===== src/rtl/strap_pkg.sv =====
// Package: types and constants shared by the strap controller modules.
// Assumes: nothing beyond IEEE 1800-2017.
package strap_pkg;

    // Capture state: waiting for the first filtered rise, or live.
    typedef enum logic {
        ST_SAMPLE = 1'b0,
        ST_LIVE   = 1'b1
    } strap_state_e;

    // Number of frequency-select pads that carry the crystal reference.
    localparam int unsigned REF_PADS = 3;

endpackage


===== src/rtl/pg_sync.sv =====
// Module: pg_sync
// Brings the asynchronous power-good pin level into the clk domain
// through a chain of STAGES flops.
// Assumes: STAGES >= 2; the reset value of the chain is low (not good).
module pg_sync #(
    parameter int unsigned STAGES = 2
) (
    input  logic clk,
    input  logic rst_n,
    input  logic async_i,
    output logic sync_o
);

    logic [STAGES-1:0] chain_q;

    // Shift the pin level through the synchroniser chain.
    always_ff @(posedge clk) begin
        if (!rst_n) chain_q <= '0;
        else        chain_q <= {chain_q[STAGES-2:0], async_i};
    end

    assign sync_o = chain_q[STAGES-1];

endmodule


===== src/rtl/pg_filter.sv =====
// Module: pg_filter
// Debounces the synchronised power-good level. The filtered output takes
// a new value only after the input has disagreed with it on DEBOUNCE
// consecutive clock edges.
// Assumes: DEBOUNCE >= 2; the filtered level resets low.
module pg_filter #(
    parameter int unsigned DEBOUNCE = 4
) (
    input  logic clk,
    input  logic rst_n,
    input  logic level_i,
    output logic filt_o
);

    localparam int unsigned CW = $clog2(DEBOUNCE + 1);
    localparam logic [CW-1:0] LAST = CW'(DEBOUNCE - 1);

    logic [CW-1:0] cnt_q;
    logic          filt_q;

    // Count the run of disagreeing samples and flip when it is long enough.
    always_ff @(posedge clk) begin
        if (!rst_n) begin
            cnt_q  <= '0;
            filt_q <= 1'b0;
        end else if (level_i != filt_q) begin
            if (cnt_q == LAST) begin
                filt_q <= level_i;
                cnt_q  <= '0;
            end else begin
                cnt_q  <= cnt_q + 1'b1;
            end
        end else begin
            cnt_q <= '0;
        end
    end

    assign filt_o = filt_q;

    AST_FILT_AGREES: assert property (@(posedge clk) disable iff (!rst_n)
        (filt_q != $past(filt_q)) |-> ($past(level_i) == filt_q));

    AST_CNT_BOUND: assert property (@(posedge clk) disable iff (!rst_n)
        cnt_q <= LAST);

endmodule


===== src/rtl/strap_capture.sv =====
// Module: strap_capture
// One-shot capture of the strap pads. The first high level of the filtered
// power-good (which resets low, so this is its first rise) stores all pads
// at once and marks the straps valid. After that the filtered level, when
// low, requests power-down.
// Assumes: pad levels are stable around the capture edge (board straps).
module strap_capture
    import strap_pkg::*;
#(
    parameter int unsigned N_FS = 5
) (
    input  logic          clk,
    input  logic          rst_n,
    input  logic          filt_i,
    input  logic [N_FS-1:0] fs_i,
    input  logic          mult_i,
    output logic [N_FS:0] strap_o,
    output logic          valid_o,
    output logic          pd_o
);

    strap_state_e   state_q;
    logic [N_FS:0]  strap_q;

    // Store the straps once, on the first filtered rise after reset.
    always_ff @(posedge clk) begin
        if (!rst_n) begin
            state_q <= ST_SAMPLE;
            strap_q <= '0;
        end else begin
            case (state_q)
                ST_SAMPLE: if (filt_i) begin
                    strap_q <= {mult_i, fs_i};
                    state_q <= ST_LIVE;
                end
                ST_LIVE: state_q <= ST_LIVE;
                default: state_q <= ST_SAMPLE;
            endcase
        end
    end

    assign valid_o = (state_q == ST_LIVE);
    assign strap_o = strap_q;
    assign pd_o    = valid_o & ~filt_i;

    AST_ONE_SHOT: assert property (@(posedge clk) disable iff (!rst_n)
        valid_o |=> (valid_o && $stable(strap_q)));

    AST_ZERO_UNTIL_VALID: assert property (@(posedge clk) disable iff (!rst_n)
        !valid_o |-> (strap_q == '0));

    AST_RISE_NEEDS_FILT: assert property (@(posedge clk) disable iff (!rst_n)
        $rose(valid_o) |-> $past(filt_i));

endmodule


===== src/rtl/pad_role_mux.sv =====
// Module: pad_role_mux
// Selects the clock each shared pad carries once enabled, and forces the
// output value to 0 while its enable is low.
// Assumes: pads below REF_PADS carry the reference, the rest of the
// frequency-select pads carry the free-running PCI clock.
module pad_role_mux
    import strap_pkg::*;
#(
    parameter int unsigned N_FS = 5
) (
    input  logic            clk,
    input  logic            rst_n,
    input  logic            en_i,
    input  logic            ref_clk_i,
    input  logic            pci_clk_i,
    input  logic            prog_clk_i,
    output logic [N_FS-1:0] fs_oe_o,
    output logic            mult_oe_o,
    output logic [N_FS-1:0] fs_pad_o,
    output logic            mult_pad_o
);

    // One lane per frequency-select pad; the source depends on the index.
    for (genvar i = 0; i < N_FS; i++) begin : g_lane
        if (i < REF_PADS) begin : g_ref
            assign fs_pad_o[i] = en_i & ref_clk_i;
        end else begin : g_pci
            assign fs_pad_o[i] = en_i & pci_clk_i;
        end
        assign fs_oe_o[i] = en_i;
    end

    assign mult_oe_o  = en_i;
    assign mult_pad_o = en_i & prog_clk_i;

    AST_QUIET_WHEN_OFF: assert property (@(posedge clk) disable iff (!rst_n)
        !mult_oe_o |-> (fs_pad_o == '0 && !mult_pad_o));

endmodule


===== src/rtl/strap_latch_ctrl.sv =====
// Module: strap_latch_ctrl (top)
// Synchronises and debounces the power-good pin, captures the strap pads
// once, then hands the pads to their clock roles and reports power-down.
// Assumes: pad pull resistors are resolved outside; clocks routed to the
// pads arrive as plain signals.
module strap_latch_ctrl #(
    parameter int unsigned N_FS        = 5,
    parameter int unsigned SYNC_STAGES = 2,
    parameter int unsigned DEBOUNCE    = 4
) (
    input  logic            clk,
    input  logic            rst_n,
    input  logic            pwrgd_pad_i,
    input  logic [N_FS-1:0] fs_pad_i,
    input  logic            mult_pad_i,
    input  logic            ref_clk_i,
    input  logic            pci_free_clk_i,
    input  logic            prog_clk_i,
    output logic [N_FS:0]   strap_o,
    output logic            straps_valid_o,
    output logic [N_FS-1:0] fs_oe_o,
    output logic            mult_oe_o,
    output logic [N_FS-1:0] fs_pad_o,
    output logic            mult_pad_o,
    output logic            pwr_down_o
);

    logic pg_sync_w;
    logic pg_filt_w;
    logic valid_w;

    pg_sync #(.STAGES(SYNC_STAGES)) u_sync (
        .clk     (clk),
        .rst_n   (rst_n),
        .async_i (pwrgd_pad_i),
        .sync_o  (pg_sync_w)
    );

    pg_filter #(.DEBOUNCE(DEBOUNCE)) u_filter (
        .clk     (clk),
        .rst_n   (rst_n),
        .level_i (pg_sync_w),
        .filt_o  (pg_filt_w)
    );

    strap_capture #(.N_FS(N_FS)) u_capture (
        .clk     (clk),
        .rst_n   (rst_n),
        .filt_i  (pg_filt_w),
        .fs_i    (fs_pad_i),
        .mult_i  (mult_pad_i),
        .strap_o (strap_o),
        .valid_o (valid_w),
        .pd_o    (pwr_down_o)
    );

    pad_role_mux #(.N_FS(N_FS)) u_mux (
        .clk        (clk),
        .rst_n      (rst_n),
        .en_i       (valid_w),
        .ref_clk_i  (ref_clk_i),
        .pci_clk_i  (pci_free_clk_i),
        .prog_clk_i (prog_clk_i),
        .fs_oe_o    (fs_oe_o),
        .mult_oe_o  (mult_oe_o),
        .fs_pad_o   (fs_pad_o),
        .mult_pad_o (mult_pad_o)
    );

    assign straps_valid_o = valid_w;

    AST_OE_WITH_VALID: assert property (@(posedge clk) disable iff (!rst_n)
        (fs_oe_o == {N_FS{straps_valid_o}}) && (mult_oe_o == straps_valid_o));

    AST_PD_ONLY_LIVE: assert property (@(posedge clk) disable iff (!rst_n)
        pwr_down_o |-> straps_valid_o);

    AST_PD_ON_FALL: assert property (@(posedge clk) disable iff (!rst_n)
        (straps_valid_o && $fell(pg_filt_w)) |-> pwr_down_o);

endmodule


===== config.mk =====
export PLATFORM = sky130hd
export DESIGN_NAME = strap_latch_ctrl
export DESIGN_NICKNAME = d
export VERILOG_FILES = /design/src/rtl/strap_pkg.sv /design/src/rtl/pg_sync.sv /design/src/rtl/pg_filter.sv /design/src/rtl/strap_capture.sv /design/src/rtl/pad_role_mux.sv /design/src/rtl/strap_latch_ctrl.sv
export SDC_FILE = /design/constraint.sdc
export NUM_CORES = 1
export LEC_CHECK = 0
export BUFFER_PORTS_ARGS = -buffer_cell sky130_fd_sc_hd__buf_4
export CORE_MARGIN = 5
export CORE_UTILIZATION = 45
export CTS_CLUSTER_SIZE = 16
export DETAILED_ROUTE_END_ITERATION = 7
export GPL_ROUTABILITY_DRIVEN = 0
export PLACE_DENSITY_LB_ADDON = 0.25
export SYNTH_ARGS = -nofsm -noshare
export SYNTH_HDL_FRONTEND = slang
export SYNTH_SLANG_ARGS = --single-unit

===== constraint.sdc =====
create_clock -name clk -period 1.8 [get_ports clk]
set_input_delay 0.54 -clock clk [delete_from_list [all_inputs] [get_ports clk]]
set_output_delay 0.54 -clock clk [all_outputs]
set_load 0.01 [all_outputs]

==> metrics.txt, run 1 <==
largest net degree at the start of global routing 20; Setup TNS 0 ns; Place WS 0.304 ns; Flop pwr share 0.583; fin util 0.615; Overflow after GRT 0; Worst Hold Endpoint u_filter.cnt_q[0]$_SDFF_PP0_; placed cell area 753 sq um; cell area after synthesis 587 sq um; Logic pwr share 0.061; Top delay family on crit path flip-flops; Lkg Pwr 0.000367 uW; PD cells 640 nW/um^2; Mapped Cells 60; CP Cell Sequence and2_1, buf_4; CP Max Fanout 13; Synth Net Count 74; Final Cycle Share 0.941; unrepaired setup endpoints after global routing false; core area 1270 sq um; fmax 0.590 GHz; worst slew pin tran 0.694 ns; H-tree levels 1; # port buffers 31; Worst-path clk slew 0.08 ns; post-synth top area cell dfxtp_1; die height 46.1 um; # hold bufs at CTS 0; final hold violations 0; clock power share 0.357; vias post-DR 438; postcts setup bufs 0; worst clock skew 0.00235 ns; flop-to-flop setup slack 0.47 ns; Worst Path Arrival 1.15 ns; TritonRoute pass-1 iters 3; worst reg2reg startpoint u_capture.valid_o$_SDFF_PN0_; root buf cell clkbuf_4; status finished clean; Synth top area share 0.443; clock sinks 13; WP buf/inv 1; slew margin rel. 0.536; setup ws final 0.106 ns; first-pass GRT wire length 1.71 mm; gr usage total 0.114; Hold Crit Depth 1; fin area 781 sq um; max-cap violations 0; commonest non-fill, non-tap cell in the layout buf_4; min Tclk post-route 1.69 ns; CTS buffer count 3; synth top area cells dfxtp_1 44%, buf_4 13%, mux2i_1 12%; layout cells sized above 1 0.434; worst-case reg-to-reg path depth 2; worst skew pair latency 0.27 ns; sequential fraction of the synthesis area 0.443; Worst R2R End u_capture.strap_o[4]$_SDFFE_PN0P_; kind of critical path reg2out; Initial DRC Count 4; DRC 0; crit-path max cell delay 0.53 ns; die area 2130 sq um; row count 13; clock buffer depth 2; HP Start u_filter.cnt_q[0]$_SDFF_PP0_; Initial Utilization 0.463; peak supply drop 0.443 mV; CP max stage cell dfxtp_1; Yosys cell types 14; startpoint types flop; internal power 392 uW; most frequent cells in the layout 31 x buf_4, 13 x dfxtp_1, 12 x nand2_1; number of gates resized after cts 0; Worst setup EP type primary output; WL final 1.07 mm; switch share 0.216; final setup violation count 0; I/O pin count 32; Yosys reg bits 13; P&R area growth vs syn 33.0%; DR vias/cell 4.47; Slew Viols, Final 0; initial antenna violation count 0; CTS tree done; Hold Crit Class reg2reg; synth warn 0; CP required 1.26 ns; Die X 46.1 um; nets 98; DRT antenna net count 0; Synth Area per Inst 9.78 sq um; Power, Total 500 uW; NetSw 108 uW; Antenna Diode Count 0; vias in the first global route 391; DR WL/cell 11.0 um
-- registers in the layout (all words and copies together) (netlist names) --
name and flops:
u_sync.chain_q 2, u_capture.valid_o 1, u_filter.cnt_q 3, u_capture.strap_o 6, u_filter.filt_o 1
-- power groups by stage --
stage | Clock (uW) | Sequential [uW] | Combinational, uW
after floorplan | 0 | 298 | 12.4
after global placement | 0 | 298 | 29.6
after detailed placement | 0 | 298 | 30.6
after CTS | 184 | 291 | 30.7
after global routing | 196 | 292 | 34.0
final | 178 | 291 | 30.4
-- area by class of cell --
cell class | count | area [sq um]
Inverter | 1 | 3.75
Fill cell | 118 | 488
Clock inverter | 1 | 5.00
Timing Repair Buffer | 31 | 233
Multi-Input combinational cell | 34 | 238
Sequential cell | 13 | 260
Clock buffer | 3 | 22.5
Tap cell | 15 | 18.8
-- synth_stat cells --
cell type / n
and2_1: 5
and2b_1: 1
and4bb_2: 1
buf_2: 2
buf_4: 10
dfxtp_1: 13
ha_1: 2
inv_1: 1
mux2i_1: 7
nand2_1: 12
nor2b_1: 2
nor4b_1: 2
o21a_1: 1
xnor2_1: 1
-- worst max path at each step --
| stage | from | slack, ns | endpoint | cells after the start |
|---|---|---|---|---|
| 6_report | u_capture.valid_o$_SDFF_PN0_ | 0.11 | fs_pad_o[0] | 2 |
| 5_1_grt | u_capture.valid_o$_SDFF_PN0_ | 0.01 | fs_pad_o[1] | 2 |
| 4_1_cts | u_capture.valid_o$_SDFF_PN0_ | 0.09 | fs_pad_o[0] | 2 |
| 3_5_place_dp | ref_clk_i | 0.30 | fs_pad_o[0] | 3 |
| 3_3_place_gp | ref_clk_i | 0.31 | fs_pad_o[0] | 3 |
| 2_1_floorplan | u_capture.valid_o$_SDFF_PN0_ | 0.35 | fs_pad_o[1] | 2 |
-- kinds of logic after synthesis --
group,Yosys count,share of synthesized area
xor gates and xnor gates,1,0.0149
adders and majority gates,2,0.0426
DFF,13,0.443
muxes,7,0.119
buffers and inverters,13,0.151
AOI/OAI and AO/OA,1,0.0128
and+or+nand+nor,23,0.215
-- through the flow --
| step | cells | hold slack (ns) |
|---|---|---|
| after global placement | 94 | 0.417 |
| after CTS | 98 | 0.442 |
| after global routing | 98 | 0.464 |
| after floorplan | 60 | 0.408 |
| after detailed placement | 94 | 0.422 |
| final | 98 | 0.438 |
-- layer usage --
layer | track usage | wire (um) | share of wire
met4 | 0.0341 | 0 | 0
met5 | 0 | 0 | 0
met2 | 0.195 | 587 | 0.55
met1 | 0.121 | 410 | 0.38
met3 | 0.0586 | 76 | 0.071
Note: power is estimated with default switching activity, not from simulation.
==> run 2, diff against run 1 <==
--- a/config.mk
+++ b/config.mk
@@ -12,6 +12,7 @@
 export DETAILED_ROUTE_END_ITERATION = 7
 export GPL_ROUTABILITY_DRIVEN = 0
 export PLACE_DENSITY_LB_ADDON = 0.25
+export RECOVER_POWER = 100
 export SYNTH_ARGS = -nofsm -noshare
 export SYNTH_HDL_FRONTEND = slang
 export SYNTH_SLANG_ARGS = --single-unit
==> metrics.txt, run 2 (synthesized netlist as in run 1, its figures left out) <==
status finished clean; Largest register FFs 6 (unchanged); # port buffers 31 (unchanged); postcts setup bufs 0 (unchanged); Worst setup EP type primary output; Hold Crit Class reg2reg; startpoint types flop; final hold violations 0 (unchanged); CP Max Fanout 13 (unchanged); initial antenna violation count 0 (unchanged); switch share 0.216 (+0.000499); layout cells sized above 1 0.241 (-0.193); Worst R2R End u_capture.strap_o[4]$_SDFFE_PN0P_; WP buf/inv 1 (unchanged); die height 46.1 um (unchanged); HP Start u_filter.cnt_q[0]$_SDFF_PP0_; worst skew pair latency 0.27 ns (about the same); internal power 391 uW (-0.25%); Worst Path Arrival 1.12 ns (-0.03 ns); H-tree levels 1 (unchanged); core area 1270 sq um (unchanged); DRT antenna net count 0 (unchanged); die area 2130 sq um (unchanged); peak supply drop 0.443 mV (about the same); min Tclk post-route 1.66 ns (-0.0323 ns); TritonRoute pass-1 iters 2 (-1); NetSw 108 uW (about the same); CTS buffer count 3 (unchanged); Logic pwr share 0.059 (-0.002); root buf cell clkbuf_4; Lkg Pwr 0.000299 uW (-19%); gr usage total 0.114 (unchanged); worst clock skew 0.00238 ns (+0.0000345 ns); DR WL/cell 10.8 um (-1.8%); crit-path max cell delay 0.50 ns (-0.03 ns); # fillers 138 (+17%); Worst Hold Endpoint u_filter.cnt_q[0]$_SDFF_PP0_; worst-case reg-to-reg path depth 2 (unchanged); number of gates resized after cts 0 (unchanged); worst slew pin tran 0.695 ns (+0.000811 ns); Slew Viols, Final 0 (unchanged); clock buffer depth 2 (unchanged); Worst-path clk slew 0.08 ns (about the same); Post-Place Cells 94 (unchanged); CP max stage cell dfxtp_1; Top delay family on crit path flip-flops; WL final 1.06 mm (-1.8%); Flop pwr share 0.584 (about the same); max-cap violations 0 (unchanged); Die X 46.1 um (unchanged); I/O pin count 32 (unchanged); worst reg2reg startpoint u_filter.filt_o$_SDFFE_PN0P_; Antenna Diode Count 0 (unchanged); CP Cell Sequence and2_1, buf_4; unrepaired setup endpoints after global routing false; commonest non-fill, non-tap cell in the layout clkbuf_1; kind of critical path reg2out; Initial Utilization 0.463 (unchanged); Overflow after GRT 0 (unchanged); Final Cycle Share 0.923 (-0.0179); first-pass GRT wire length 1.71 mm (unchanged); clock sinks 13 (unchanged); CP required 1.26 ns (about the same); # hold bufs at CTS 0 (unchanged); PD cells 692 nW/um^2 (+8.1%); Hold Crit Depth 1 (unchanged); final setup violation count 0 (unchanged); slew margin rel. 0.536 (-0.000542); nets 98 (unchanged); most frequent cells in the layout 16 x clkbuf_1, 15 x buf_4, 13 x dfxtp_1; P&R area growth vs syn 22.8%; Initial DRC Count 4 (unchanged); CTS tree done; row count 13 (unchanged); flop-to-flop setup slack 0.48 ns (about the same); vias post-DR 438 (unchanged); DR vias/cell 4.47 (unchanged); fmax 0.602 GHz (+1.9%); post-route non-filler standard cell count 98 (unchanged); vias in the first global route 391 (unchanged); clock power share 0.357 (about the same); Setup TNS 0 ns (unchanged); DRC 0 (unchanged); largest net degree at the start of global routing 20 (unchanged)
## run 2: cell types whose count changed in the layout (fill, tap and decap cells not counted), sizes merged
| cell | previous run | this run |
|---|---|---|
| clkbuf | 3 | 19 |
| buf | 31 | 15 |
## run 2: power groups by stage
stage | logic [uW] | clock network (uW) | registers, uW
after floorplan | 12.4 | 0 | 298
after global placement | 29.6 | 0 | 298
after detailed placement | 30.6 | 0 | 298
after CTS | 30.7 | 184 | 291
after global routing | 33.0 | 196 | 292
final | 29.4 | 178 | 291
## run 2: area by class of cell
class                           instances  area, sq um  area share
Sequential cell                        13          260       0.361
Tap cell                               15         18.8      0.0260
Timing Repair Buffer                   31          173       0.240
Clock inverter                          1         5.00     0.00694
Inverter                                1         3.75     0.00521
Multi-Input combinational cell         34          238       0.330
Clock buffer                            3         22.5      0.0313
## run 2: worst max path at each step
stage	from	end	slack, ns	depth (start not counted)
4_1_cts	u_capture.valid_o$_SDFF_PN0_	fs_pad_o[0]	0.09	2
5_1_grt	u_capture.valid_o$_SDFF_PN0_	fs_pad_o[1]	0.03	2
3_5_place_dp	ref_clk_i	fs_pad_o[0]	0.30	3
2_1_floorplan	u_capture.valid_o$_SDFF_PN0_	fs_pad_o[1]	0.35	2
6_report	u_capture.valid_o$_SDFF_PN0_	fs_pad_o[0]	0.14	2
3_3_place_gp	ref_clk_i	fs_pad_o[0]	0.31	3
## run 2: per-stage QoR
| stage | hold WS, ns | instance area (sq um) | setup WS [ns] | power (uW) | util |
|---|---|---|---|---|---|
| finish | 0.438 | 721 | 0.138 | 499 | 0.568 |
| global route | 0.464 | 721 | 0.0279 | 521 | 0.568 |
| CTS | 0.442 | 781 | 0.0939 | 506 | 0.615 |
| detailed placement | 0.422 | 753 | 0.304 | 329 | 0.594 |
| global placement | 0.417 | 753 | 0.313 | 328 | 0.594 |
| floorplan | 0.408 | 587 | 0.348 | 310 | - |
## run 2: metal layers
metal | wire length (um) | vias to the layer above | track usage
met5 | 0 | - | 0
met4 | 0 | 0 | 0.0341
met3 | 80 | 0 | 0.0586
met2 | 590 | 12 | 0.195
met1 | 385 | 196 | 0.121
li1 | - | 230 | -
